===== src/rtl/rme_pkg.sv =====
package rme_pkg;
  localparam int ADDR_BYTES = 3;
  localparam int ADDR_W     = 8 * ADDR_BYTES;

  // register offsets
  localparam int OFF_CTRL  = 0;
  localparam int OFF_DEPTH = 1;
  localparam int OFF_OP    = 2;
  localparam int OFF_SRC   = 3;
  localparam int OFF_DST   = OFF_SRC + ADDR_BYTES;
  localparam int OFF_WID   = OFF_DST + ADDR_BYTES;
  localparam int OFF_HGT   = OFF_WID + 2;
  localparam int OFF_PITCH = OFF_HGT + 2;

  // control/status bits
  localparam int BIT_GO    = 7;
  localparam int BIT_FULL  = 6;
  localparam int BIT_HALF  = 5;
  localparam int BIT_EMPTY = 4;

  localparam logic [7:0] OPC_BACKWARD = 8'h03;

  typedef enum logic [1:0] {ST_IDLE, ST_READ, ST_FETCH, ST_WRITE} eng_state_t;
endpackage


===== src/rtl/rme_regs.sv =====
module rme_regs
  import rme_pkg::*;
#(
  parameter int DIM_W   = 16,
  parameter int PITCH_W = 12,
  parameter int REG_AW  = 5
) (
  input  logic               clk,
  input  logic               rst,
  input  logic               we,
  input  logic [REG_AW-1:0]  addr,
  input  logic [7:0]         wdata,
  input  logic               busy,
  input  logic               st_full,
  input  logic               st_half,
  input  logic               st_empty,
  output logic [7:0]         rd_value,
  output logic               start,
  output logic               bpp16,
  output logic               backward,
  output logic [ADDR_W-1:0]  src_addr,
  output logic [ADDR_W-1:0]  dst_addr,
  output logic [DIM_W-1:0]   width_m1,
  output logic [DIM_W-1:0]   height_m1,
  output logic [PITCH_W-1:0] pitch_words
);
  localparam int PHI_W = PITCH_W - 8;

  logic       wr_ok;
  logic [7:0] op_q;
  logic [15:0] wid_q, hgt_q;

  assign wr_ok    = we && !busy;
  assign start    = wr_ok && (addr == REG_AW'(OFF_CTRL)) && wdata[BIT_GO];
  assign backward = (op_q == OPC_BACKWARD);
  assign width_m1  = wid_q[DIM_W-1:0];
  assign height_m1 = hgt_q[DIM_W-1:0];

  always_ff @(posedge clk) begin
    if (rst) begin
      bpp16       <= 1'b0;
      op_q        <= '0;
      src_addr    <= '0;
      dst_addr    <= '0;
      wid_q       <= '0;
      hgt_q       <= '0;
      pitch_words <= '0;
    end else if (wr_ok) begin
      for (int i = 0; i < ADDR_BYTES; i++) begin
        if (addr == REG_AW'(OFF_SRC + i)) src_addr[8*i +: 8] <= wdata;
        if (addr == REG_AW'(OFF_DST + i)) dst_addr[8*i +: 8] <= wdata;
      end
      for (int i = 0; i < 2; i++) begin
        if (addr == REG_AW'(OFF_WID + i)) wid_q[8*i +: 8] <= wdata;
        if (addr == REG_AW'(OFF_HGT + i)) hgt_q[8*i +: 8] <= wdata;
      end
      if (addr == REG_AW'(OFF_DEPTH))     bpp16 <= wdata[0];
      if (addr == REG_AW'(OFF_OP))        op_q  <= wdata;
      if (addr == REG_AW'(OFF_PITCH))     pitch_words[7:0] <= wdata;
      if (addr == REG_AW'(OFF_PITCH + 1)) pitch_words[PITCH_W-1:8] <= wdata[PHI_W-1:0];
    end
  end

  always_comb begin
    rd_value = '0;
    for (int i = 0; i < ADDR_BYTES; i++) begin
      if (addr == REG_AW'(OFF_SRC + i)) rd_value = src_addr[8*i +: 8];
      if (addr == REG_AW'(OFF_DST + i)) rd_value = dst_addr[8*i +: 8];
    end
    for (int i = 0; i < 2; i++) begin
      if (addr == REG_AW'(OFF_WID + i)) rd_value = wid_q[8*i +: 8];
      if (addr == REG_AW'(OFF_HGT + i)) rd_value = hgt_q[8*i +: 8];
    end
    if (addr == REG_AW'(OFF_CTRL)) begin
      rd_value[BIT_GO]    = busy;
      rd_value[BIT_FULL]  = st_full;
      rd_value[BIT_HALF]  = st_half;
      rd_value[BIT_EMPTY] = st_empty;
    end
    if (addr == REG_AW'(OFF_DEPTH))     rd_value = {7'b0, bpp16};
    if (addr == REG_AW'(OFF_OP))        rd_value = op_q;
    if (addr == REG_AW'(OFF_PITCH))     rd_value = pitch_words[7:0];
    if (addr == REG_AW'(OFF_PITCH + 1)) rd_value = 8'(pitch_words[PITCH_W-1:8]);
  end

  // writes during a job leave the programmed job untouched
  assert_ignore_busy_R8: assert property (@(posedge clk) disable iff (rst)
    (busy && we) |=> ($stable(src_addr) && $stable(dst_addr) && $stable(wid_q)
                      && $stable(hgt_q) && $stable(op_q) && $stable(pitch_words)));
endmodule


===== src/rtl/rme_fifo.sv =====
module rme_fifo #(
  parameter int WIDTH = 16,
  parameter int DEPTH = 16
) (
  input  logic             clk,
  input  logic             rst,
  input  logic             push,
  input  logic [WIDTH-1:0] push_data,
  input  logic             pop,
  output logic [WIDTH-1:0] pop_data,
  output logic [$clog2(DEPTH+1)-1:0] count,
  output logic             full,
  output logic             half,
  output logic             empty
);
  localparam int PTR_W = $clog2(DEPTH);
  localparam int CNT_W = $clog2(DEPTH+1);

  logic [WIDTH-1:0] mem [DEPTH];
  logic [PTR_W-1:0] wptr, rptr;

  assign full  = (count == CNT_W'(DEPTH));
  assign empty = (count == '0);
  assign half  = (count >= CNT_W'(DEPTH/2)) && !full;

  // storage without reset, synchronous read: block RAM friendly
  always_ff @(posedge clk) begin
    if (push) mem[wptr] <= push_data;
    if (pop)  pop_data  <= mem[rptr];
  end

  always_ff @(posedge clk) begin
    if (rst) begin
      wptr  <= '0;
      rptr  <= '0;
      count <= '0;
    end else begin
      if (push) wptr <= (wptr == PTR_W'(DEPTH-1)) ? '0 : wptr + 1'b1;
      if (pop)  rptr <= (rptr == PTR_W'(DEPTH-1)) ? '0 : rptr + 1'b1;
      case ({push, pop})
        2'b10:   count <= count + 1'b1;
        2'b01:   count <= count - 1'b1;
        default: count <= count;
      endcase
    end
  end

  assert_no_overflow_R9: assert property (@(posedge clk) disable iff (rst)
    push |-> !full);
  assert_no_underflow_R9: assert property (@(posedge clk) disable iff (rst)
    pop |-> !empty);
  assert_flags_exclusive_R9: assert property (@(posedge clk) disable iff (rst)
    $onehot0({full, half, empty}));
endmodule


===== src/rtl/rme_walker.sv =====
module rme_walker
  import rme_pkg::*;
#(
  parameter int DIM_W   = 16,
  parameter int PITCH_W = 12
) (
  input  logic               clk,
  input  logic               rst,
  input  logic               load,
  input  logic [ADDR_W-1:0]  start_addr,
  input  logic [DIM_W-1:0]   width_m1,
  input  logic [DIM_W-1:0]   height_m1,
  input  logic [PITCH_W-1:0] pitch_words,
  input  logic               bpp16,
  input  logic               backward,
  input  logic               advance,
  output logic [ADDR_W-1:0]  cur_addr,
  output logic               last,
  output logic               finished
);
  logic [ADDR_W-1:0] row_start, stride, pix_step, next_row;
  logic [DIM_W-1:0]  col, row;

  assign stride   = {{(ADDR_W-PITCH_W-1){1'b0}}, pitch_words, 1'b0};
  assign pix_step = bpp16 ? ADDR_W'(2) : ADDR_W'(1);
  assign next_row = backward ? row_start - stride : row_start + stride;
  assign last     = (col == width_m1) && (row == height_m1);

  always_ff @(posedge clk) begin
    if (rst) begin
      cur_addr  <= '0;
      row_start <= '0;
      col       <= '0;
      row       <= '0;
      finished  <= 1'b1;
    end else if (load) begin
      cur_addr  <= start_addr;
      row_start <= start_addr;
      col       <= '0;
      row       <= '0;
      finished  <= 1'b0;
    end else if (advance) begin
      if (last) begin
        finished <= 1'b1;
      end else if (col == width_m1) begin
        col       <= '0;
        row       <= row + 1'b1;
        row_start <= next_row;
        cur_addr  <= next_row;
      end else begin
        col      <= col + 1'b1;
        cur_addr <= backward ? cur_addr - pix_step : cur_addr + pix_step;
      end
    end
  end

  // the sequencer never steps a walker past its final pixel
  assert_no_overrun_R3: assert property (@(posedge clk) disable iff (rst)
    advance |-> !finished);
endmodule


===== src/rtl/rect_move_engine.sv =====
module rect_move_engine
  import rme_pkg::*;
#(
  parameter int DIM_W      = 16,
  parameter int PITCH_W    = 12,
  parameter int FIFO_DEPTH = 16,
  parameter int REG_AW     = 5
) (
  input  logic              clk,
  input  logic              rst,
  input  logic              reg_we,
  input  logic [REG_AW-1:0] reg_addr,
  input  logic [7:0]        reg_wdata,
  output logic [7:0]        reg_rdata,
  output logic              mem_req,
  output logic              mem_we,
  output logic [ADDR_W-2:0] mem_addr,
  output logic [1:0]        mem_be,
  output logic [15:0]       mem_wdata,
  input  logic              mem_ack,
  input  logic [15:0]       mem_rdata
);
  localparam int CNT_W = $clog2(FIFO_DEPTH+1);
  localparam int N_WALK = 2;  // 0: source, 1: destination

  eng_state_t state;
  logic busy, start, bpp16, backward;
  logic [7:0] rd_value;
  logic [ADDR_W-1:0]  src_addr, dst_addr, sel_addr;
  logic [DIM_W-1:0]   width_m1, height_m1;
  logic [PITCH_W-1:0] pitch_words;
  logic fifo_push, fifo_pop, fifo_full, fifo_half, fifo_empty;
  logic [15:0] fifo_in, fifo_out;
  logic [CNT_W-1:0] fifo_count;
  logic [7:0] rd_byte;

  logic [ADDR_W-1:0] w_start [N_WALK];
  logic [ADDR_W-1:0] w_cur   [N_WALK];
  logic              w_adv   [N_WALK];
  logic              w_last  [N_WALK];
  logic              w_fin   [N_WALK];

  assign busy = (state != ST_IDLE);

  rme_regs #(.DIM_W(DIM_W), .PITCH_W(PITCH_W), .REG_AW(REG_AW)) u_regs (
    .clk(clk), .rst(rst), .we(reg_we), .addr(reg_addr), .wdata(reg_wdata),
    .busy(busy), .st_full(fifo_full), .st_half(fifo_half), .st_empty(fifo_empty),
    .rd_value(rd_value), .start(start), .bpp16(bpp16), .backward(backward),
    .src_addr(src_addr), .dst_addr(dst_addr), .width_m1(width_m1),
    .height_m1(height_m1), .pitch_words(pitch_words)
  );

  always_comb begin
    w_start[0] = src_addr;
    w_start[1] = dst_addr;
    w_adv[0]   = (state == ST_READ)  && mem_ack;
    w_adv[1]   = (state == ST_WRITE) && mem_ack;
  end

  for (genvar g = 0; g < N_WALK; g++) begin : g_walk
    rme_walker #(.DIM_W(DIM_W), .PITCH_W(PITCH_W)) u_walk (
      .clk(clk), .rst(rst), .load(start), .start_addr(w_start[g]),
      .width_m1(width_m1), .height_m1(height_m1), .pitch_words(pitch_words),
      .bpp16(bpp16), .backward(backward), .advance(w_adv[g]),
      .cur_addr(w_cur[g]), .last(w_last[g]), .finished(w_fin[g])
    );
  end

  assign rd_byte   = w_cur[0][0] ? mem_rdata[15:8] : mem_rdata[7:0];
  assign fifo_in   = bpp16 ? mem_rdata : {8'h00, rd_byte};
  assign fifo_push = w_adv[0];
  assign fifo_pop  = (state == ST_FETCH);

  rme_fifo #(.WIDTH(16), .DEPTH(FIFO_DEPTH)) u_fifo (
    .clk(clk), .rst(rst), .push(fifo_push), .push_data(fifo_in),
    .pop(fifo_pop), .pop_data(fifo_out), .count(fifo_count),
    .full(fifo_full), .half(fifo_half), .empty(fifo_empty)
  );

  always_ff @(posedge clk) begin
    if (rst) begin
      state     <= ST_IDLE;
      reg_rdata <= '0;
    end else begin
      reg_rdata <= rd_value;
      case (state)
        ST_IDLE:  if (start) state <= ST_READ;
        ST_READ:  if (mem_ack)
                    state <= (w_last[0] || fifo_count == CNT_W'(FIFO_DEPTH-1))
                             ? ST_FETCH : ST_READ;
        ST_FETCH: state <= ST_WRITE;
        ST_WRITE: if (mem_ack) begin
                    if (w_last[1])      state <= ST_IDLE;
                    else if (fifo_empty) state <= ST_READ;
                    else                 state <= ST_FETCH;
                  end
        default:  state <= ST_IDLE;
      endcase
    end
  end

  assign sel_addr  = (state == ST_WRITE) ? w_cur[1] : w_cur[0];
  assign mem_req   = (state == ST_READ) || (state == ST_WRITE);
  assign mem_we    = (state == ST_WRITE);
  assign mem_addr  = sel_addr[ADDR_W-1:1];
  assign mem_be    = !mem_req ? 2'b00 : bpp16 ? 2'b11 : (sel_addr[0] ? 2'b10 : 2'b01);
  assign mem_wdata = bpp16 ? fifo_out : {fifo_out[7:0], fifo_out[7:0]};

  assert_req_stable_R11: assert property (@(posedge clk) disable iff (rst)
    (mem_req && !mem_ack) |=> (mem_req && $stable(mem_addr) && $stable(mem_we)
                               && $stable(mem_wdata) && $stable(mem_be)));
  assert_go_sets_busy_R2: assert property (@(posedge clk) disable iff (rst)
    start |=> busy);
  assert_busy_ends_on_last_R2: assert property (@(posedge clk) disable iff (rst)
    $fell(busy) |-> $past(w_last[1] && mem_ack));
  assert_single_lane_R5: assert property (@(posedge clk) disable iff (rst)
    (mem_req && !bpp16) |-> ($countones(mem_be) == 1));
  assert_src_first_R7: assert property (@(posedge clk) disable iff (rst)
    (mem_req && mem_we) |-> !w_fin[1]);
endmodule


===== config.mk =====
export PLATFORM = sky130hd
export DESIGN_NAME = rect_move_engine
export DESIGN_NICKNAME = d
export VERILOG_FILES = /design/src/rtl/rme_pkg.sv /design/src/rtl/rme_regs.sv /design/src/rtl/rme_fifo.sv /design/src/rtl/rme_walker.sv /design/src/rtl/rect_move_engine.sv
export SDC_FILE = /design/constraint.sdc
export NUM_CORES = 1
export LEC_CHECK = 0
export ABC_AREA = 1
export BUFFER_PORTS_ARGS = -buffer_cell sky130_fd_sc_hd__buf_4
export CELL_PAD_IN_SITES_DETAIL_PLACEMENT = 0
export CELL_PAD_IN_SITES_GLOBAL_PLACEMENT = 1
export CORE_ASPECT_RATIO = 1.5
export CORE_MARGIN = 10
export CORE_UTILIZATION = 48
export CTS_CLUSTER_DIAMETER = 120
export DETAILED_ROUTE_END_ITERATION = 7
export PLACE_DENSITY = 0.93
export SLEW_MARGIN = 20
export SYNTH_ARGS = -nofsm -noshare
export SYNTH_HDL_FRONTEND = slang
export SYNTH_SLANG_ARGS = --single-unit

===== constraint.sdc =====
create_clock -name clk -period 4.2 [get_ports clk]
set_clock_uncertainty 0.1 [all_clocks]
set_input_delay 0.21 -clock clk [delete_from_list [all_inputs] [get_ports clk]]
set_output_delay 0.21 -clock clk [all_outputs]
set_load 0.05 [all_outputs]

# After elaboration in Yosys (flattened, before gate mapping)
# Memories as Yosys holds them, arrays and structs flattened. A register that Yosys moved wholly into a read port is not among the register bits.
# Index checks and enable logic that the tools add are counted.
# totals
reg_bits,284
ram_bits,256
in_bits,33
output_inout_bits,51
wordCells,184
mem_count,1
# op_classes
n_addsub,16
order_cmp,1
n_eq_ne,33
muxes,57
bitwise,2
n_reduce_logical,46
# mem_list
memory,words,width,rd,rd_ports_with_merged_regs,write_ports,line_no,rtl
u_fifo.mem,16,16,1,1,1,rme_fifo.sv:19,logic [WIDTH-1:0] mem [DEPTH];
# op_table
cell,n
$mux 24,21
$mux 8,14
$add 16x1->16 const B,4
$eq 16x16->1,4
$mux 16,4
$add 24x13->24,2
$add 24x24->24,2
$sub 24x13->24,2
$sub 24x24->24,2
$eq 5x4->1 const B,8
$reduce_and 2->1,18
$eq 5x3->1 const B,4
$mux 2,10
$mux 4,4
$reduce_and 3->1,5
$reduce_bool 2->1,6
$eq 5x2->1 const B,2
$logic_not 5->1,2
$pmux 5 s2,1
$add 4x1->4 const B,2
$eq 4x4->1 const B,2
$eq 8x2->1 const B,1
$logic_and 1x1->1,8
$pmux 2 s4,1
15 further kinds,26

# Depth between registers and ports, before layout
# logic_depth
ltp_word,16
depth_mapped,25
depth_no_buf,24

# Hierarchy
# From an unflattened synthesis, not the netlist that was laid out.
# unflattened
hier_cells,4764
area_unflattened_um2,33621.0
# modules_own_cells
mod,n_inst,cells_each,area_each_um2,seq_area_each_um2
rme_fifo,1,941,11492.3,8428.1
rme_walker at g_walk[0].u_walk,1,1487,8276.7,1621.6
rme_walker at g_walk[1].u_walk,1,1469,8270.4,1621.6
rme_regs,1,676,4594.4,2021.9
rect_move_engine,1,191,987.2,200.2

# Worst setup path before layout
# Ideal clock, no wire load.
# synth_path
path_kind,reg2reg
from,register u_regs.op_q[3]
to,register g_walk[1].u_walk.cur_addr[13]
arrival_ns,3.518
required_ns,4.030
slack_ns,0.512
path_stages_with_launch,21
n_path_buf,1
period_less_slack_ns,3.688
path_cell_list,dfxtp_1 -> inv_1 -> nand2_1 -> nor2_1 -> nand2_2 -> buf_6 -> inv_1 -> ha_1 -> a21oi_1 -> nand2_1 -> a21boi_0 -> o21bai_1 -> a21oi_1 -> o21ai_0 -> a21boi_0 -> nand2_1 -> nand2_1 -> nor2_1 -> nor2_1 -> nand2_1 -> a21oi_1
# synth_via
elab_chain_cells,6
# synth_rtl
element,line_no,rtl
"start, declared",rme_regs.sv:30,logic [7:0] op_q;
"start signal, assigned",rme_regs.sv:58,if (addr == REG_AW'(OFF_OP)) op_q <= wdata;
$eq 8x2->1 (*),rme_regs.sv:35,assign backward = (op_q == OPC_BACKWARD);
$mux 24 (on tied branches),"rme_walker.sv:52, rme_walker.sv:26",
$mux 24 (*),rme_walker.sv:45,end else if (col == width_m1) begin
$mux 24 (*),rme_walker.sv:43,if (last) begin
$mux 24 (*),rme_walker.sv:42,end else if (advance) begin
$mux 24 (*),rme_walker.sv:36,end else if (load) begin
"end signal, assigned",rme_walker.sv:37,cur_addr <= start_addr;
"end signal, assigned",rme_walker.sv:49,cur_addr <= next_row;
"end signal, assigned",rme_walker.sv:52,cur_addr <= backward ? cur_addr - pix_step : cur_addr + pix_step;
"end, declared",rme_walker.sv:17,"output logic [ADDR_W-1:0] cur_addr,"
# Mark *: on every way between the ends. The rest lies on a longest branch, timed or not. The select of a mux whose other input is x is not followed.
# A chain may end at the register's enable or synchronous reset.

# Worst setup path in the final report
# layout_path
from,register state[0]
to,output mem_addr[22]
# layout_via
elab_chain_cells,2
# layout_rtl
element,line_no,rtl
"start, declared",rect_move_engine.sv:26,eng_state_t state;
"start signal, assigned",rect_move_engine.sv:89,state <= (w_last[0] || fifo_count == CNT_W'(FIFO_DEPTH-1))
$eq 2x2->1,rect_move_engine.sv:102,assign sel_addr = (state == ST_WRITE) ? w_cur[1] : w_cur[0];
$mux 24,rect_move_engine.sv:102,
"end, declared",rect_move_engine.sv:17,"output logic [ADDR_W-2:0] mem_addr,"
# No other way between the ends.

==> run_results.csv <==
group,metric,value,unit
timing,setup_slack,0.470,ns
clock_tree,cts_made_buffers,52,
timing,finalHoldViolations,0,
timing,rsz0062_at_grt,"no",
placed_design,port-buffer-count,83,
clock_tree,cts_tree,"done",
setup_path,startpoint_type,"register",
synth,syn-cell-area,0.0307,mm^2
routing,drt-initial-drc-count,2644,
final_layout,layout_common_cells,"nand2_1 (772), nor2_1 (449), inv_1 (371)",
die,die_w,227,um
global_route,grt_overflow,0,
setup_path,timing.critical_path.arrival,3.42,ns
synth,ys_async_sr_fraction,0,%
final_layout,n_antenna_cell,0,
routing,viasPerCell,5.83,
synth,postSynthCellCount,3878,
run,cap_violations,0,
timing,min_period,3.73,ns
timing,slew_viol_final,0,
synth,synth.avg_cell_area,7.92,um^2
final_layout,finalNonFillerCells,4802,
synth,synth_top_cell_by_area,"edfxtp_1",
timing,worstMarginPinSlew,1.11,ns
power_and_ir_drop,p_leak,13.7,nW
placed_design,gp_congestion,1.03,
synth,synth.top_cell.area_share,26.6,%
synth,ys.flop_type,"dfxtp_1",
placed_design,dp_hpwl,83100,um
synth,synth_nets,3999,
clock_tree,clkSlewWorstSetupHoldPaths,0.06,ns
timing,finalSetupViolations,0,
synth,ys_warn_count,0,
routing,dr.pass1.iters,5,
setup_path,critPathCaptureType,"primary output",
run_status,outcome,"completed",
clock_tree,clock_tree.root_cell,"clkbuf_16",
die,initial_utilization,48.5,%
die,core-area,0.0633,mm^2
synth,synth_edf_count,272,
final_layout,drive_gt1_share,10.4,%
global_route,grt_max_degree,95,
power_and_ir_drop,ir_drop,450,uV
placed_design,dp_cells,4690,
timing,finalCritPeriodShare,88.8,%
die,die_h,330,um
setup_path,critical_path_required,3.89,ns
synth,synth_area_leaders,"edfxtp_1 (27%), dfxtp_1 (19%), nand2_1 (9.4%)",
die,ios,84,
min_path,hp-class,"in2reg",
routing,wl,111000,um
clock_tree,cts_sinks,556,
routing,routedWlPerCell,23.2,um
power_and_ir_drop,p_per_area,360,mW/mm^2
global_route,grt_use_total,29.2,%
clock_tree,clk_path_buf_depth,3,
synth,synth_seq_cells,556,
synth,synth_cell_types,71,
die,dieArea,0.0747,mm^2
routing,remaining_drc_errors,0,
die,rows,113,
setup_path,critical_path_class,"reg2out",
routing,vias,28000,
global_route,antenna_found_initial,2,
placed_design,dp_slack,0.607,ns
final_layout,syn_to_final_growth,12.0,%
global_route,grt_pass1_wl,164000,um
synth,yosysSeqAreaShare,45.1,%
timing,max_freq,268,MHz
global_route,grt_pass1_vias,27125,
final_layout,mostFrequentLayoutCell,"nand2_1",
timing,timing.slew.headroom,25.7,%
setup_path,path_max_fanout,35,
routing,postRouteAntennaNets,0,
clock_tree,clkLatencyLatePin,0.68,ns
final_layout,nets,4075,
clock_tree,htreeDepth,2,
## final cells by class
cell class	instances	area, um^2
clock buffers	71	1460
clock inverters	26	468
fillers	6007	29000
inverters	407	1530
multi-input cells	2770	14700
flip-flops and latches	556	13900
well taps	805	1010
repair buffers	167	1310
## logic make-up (layout without fill, tap and decap cells)
family                   after synthesis  in the layout  synth area share, %
AND/OR/NAND/NOR                     1695           1695                 24.1
AO/OA/AOI/OAI                        858            858                 16.2
flip-flops                           556            556                 45.1
buffers and inverters                552            671                 7.03
XOR/XNOR                              93             93                 2.65
adder cells (fa/ha/maj)               88             88                 3.71
multiplexers                          36             36                 1.21
## cell usage after synthesis, types with 29 or more instances
master,number
inv_2,29
o221ai_1,36
nor2_1,459
nand4_1,53
ha_1,83
o32ai_1,37
clkbuf_1,107
dfxtp_1,284
nand3_1,200
xnor2_1,51
inv_1,373
nand2_2,44
a31oi_1,38
nor3_1,47
xor2_1,42
o21ai_0,308
a21oi_1,306
edfxtp_1,272
nand2_1,772
## power breakdown
group          total [mW]  internal (mW)  switching [mW]
sequential           5.69           5.67          0.0205
clock                5.34           3.09            2.26
combinational        1.35          0.371           0.977
total                12.4           9.13            3.26
## per-stage QoR
step | total power [mW] | hold slack, ns | TNS, ns | util, % | instance area (um^2)
CTS | 12.4 | 0.00114 | 0 | 54.3 | 34400
detailed placement | 7.12 | 0.349 | 0 | 51.0 | 32300
floorplan | 6.64 | 0.294 | 0 | - | 30700
finish | 12.4 | 0.0121 | 0 | 54.3 | 34400
global route | 12.7 | 0.0378 | 0 | 54.3 | 34400
global placement | 7.12 | 0.344 | -1.38 | 51.0 | 32300
## routing by layer
layer	global-route usage, %	vias to the layer above	wire [um]
li1	-	13384	-
met1	30.9	13088	39100
met2	50.9	1156	54700
met3	4.29	368	7420
met4	24.1	4	10300
met5	0	-	16
## state kept, by name, summed over array words and instances (netlist names), 5 cells and up
name,cells
u_regs.width_m1,16
g_walk.u_walk.row_start,48
g_walk.u_walk.col,32
u_regs.dst_addr,24
u_regs.src_addr,24
g_walk.u_walk.row,32
u_fifo.pop_data,16
reg_rdata,8
u_fifo.count,5
u_regs.height_m1,16
u_regs.op_q,8
g_walk.u_walk.cur_addr,48
u_regs.pitch_words,12
u_fifo.mem,256
## final timing paths
| kind | startpoint | slack [ns] | end | depth (start not counted) |
|---|---|---|---|---|
| max | state[0]$_SDFFE_PP0P_ | 0.47 | mem_addr[22] | 5 |
| min reg2reg | u_regs.op_q[5]$_SDFFE_PP0P_ | 0.36 | u_regs.op_q[5]$_SDFFE_PP0P_ | 2 |
| max reg2reg | u_regs.pitch_words[3]$_SDFFE_PP0P_ | 0.53 | g_walk[0].u_walk.cur_addr[23]$_SDFFE_PP0P_ | 16 |
| min | mem_rdata[6] | 0.01 | u_fifo.mem[0][6]$_DFFE_PP_ | 2 |
## worst max-delay path: stages, from the launching register on
cell and delay [ns]:
dfxtp_1 0.41, nand2_1 0.10, buf_4 0.25, clkinv_1 0.90
o21ai_0 0.78, buf_4 0.30
## repair_timing
action                    in CTS  in global routing
hold endpoints to repair     126                  0
hold buffers                  15                  0
resized for setup              0                  0
setup buffers                  0                  0
Note: power is estimated with default switching activity, not from simulation.
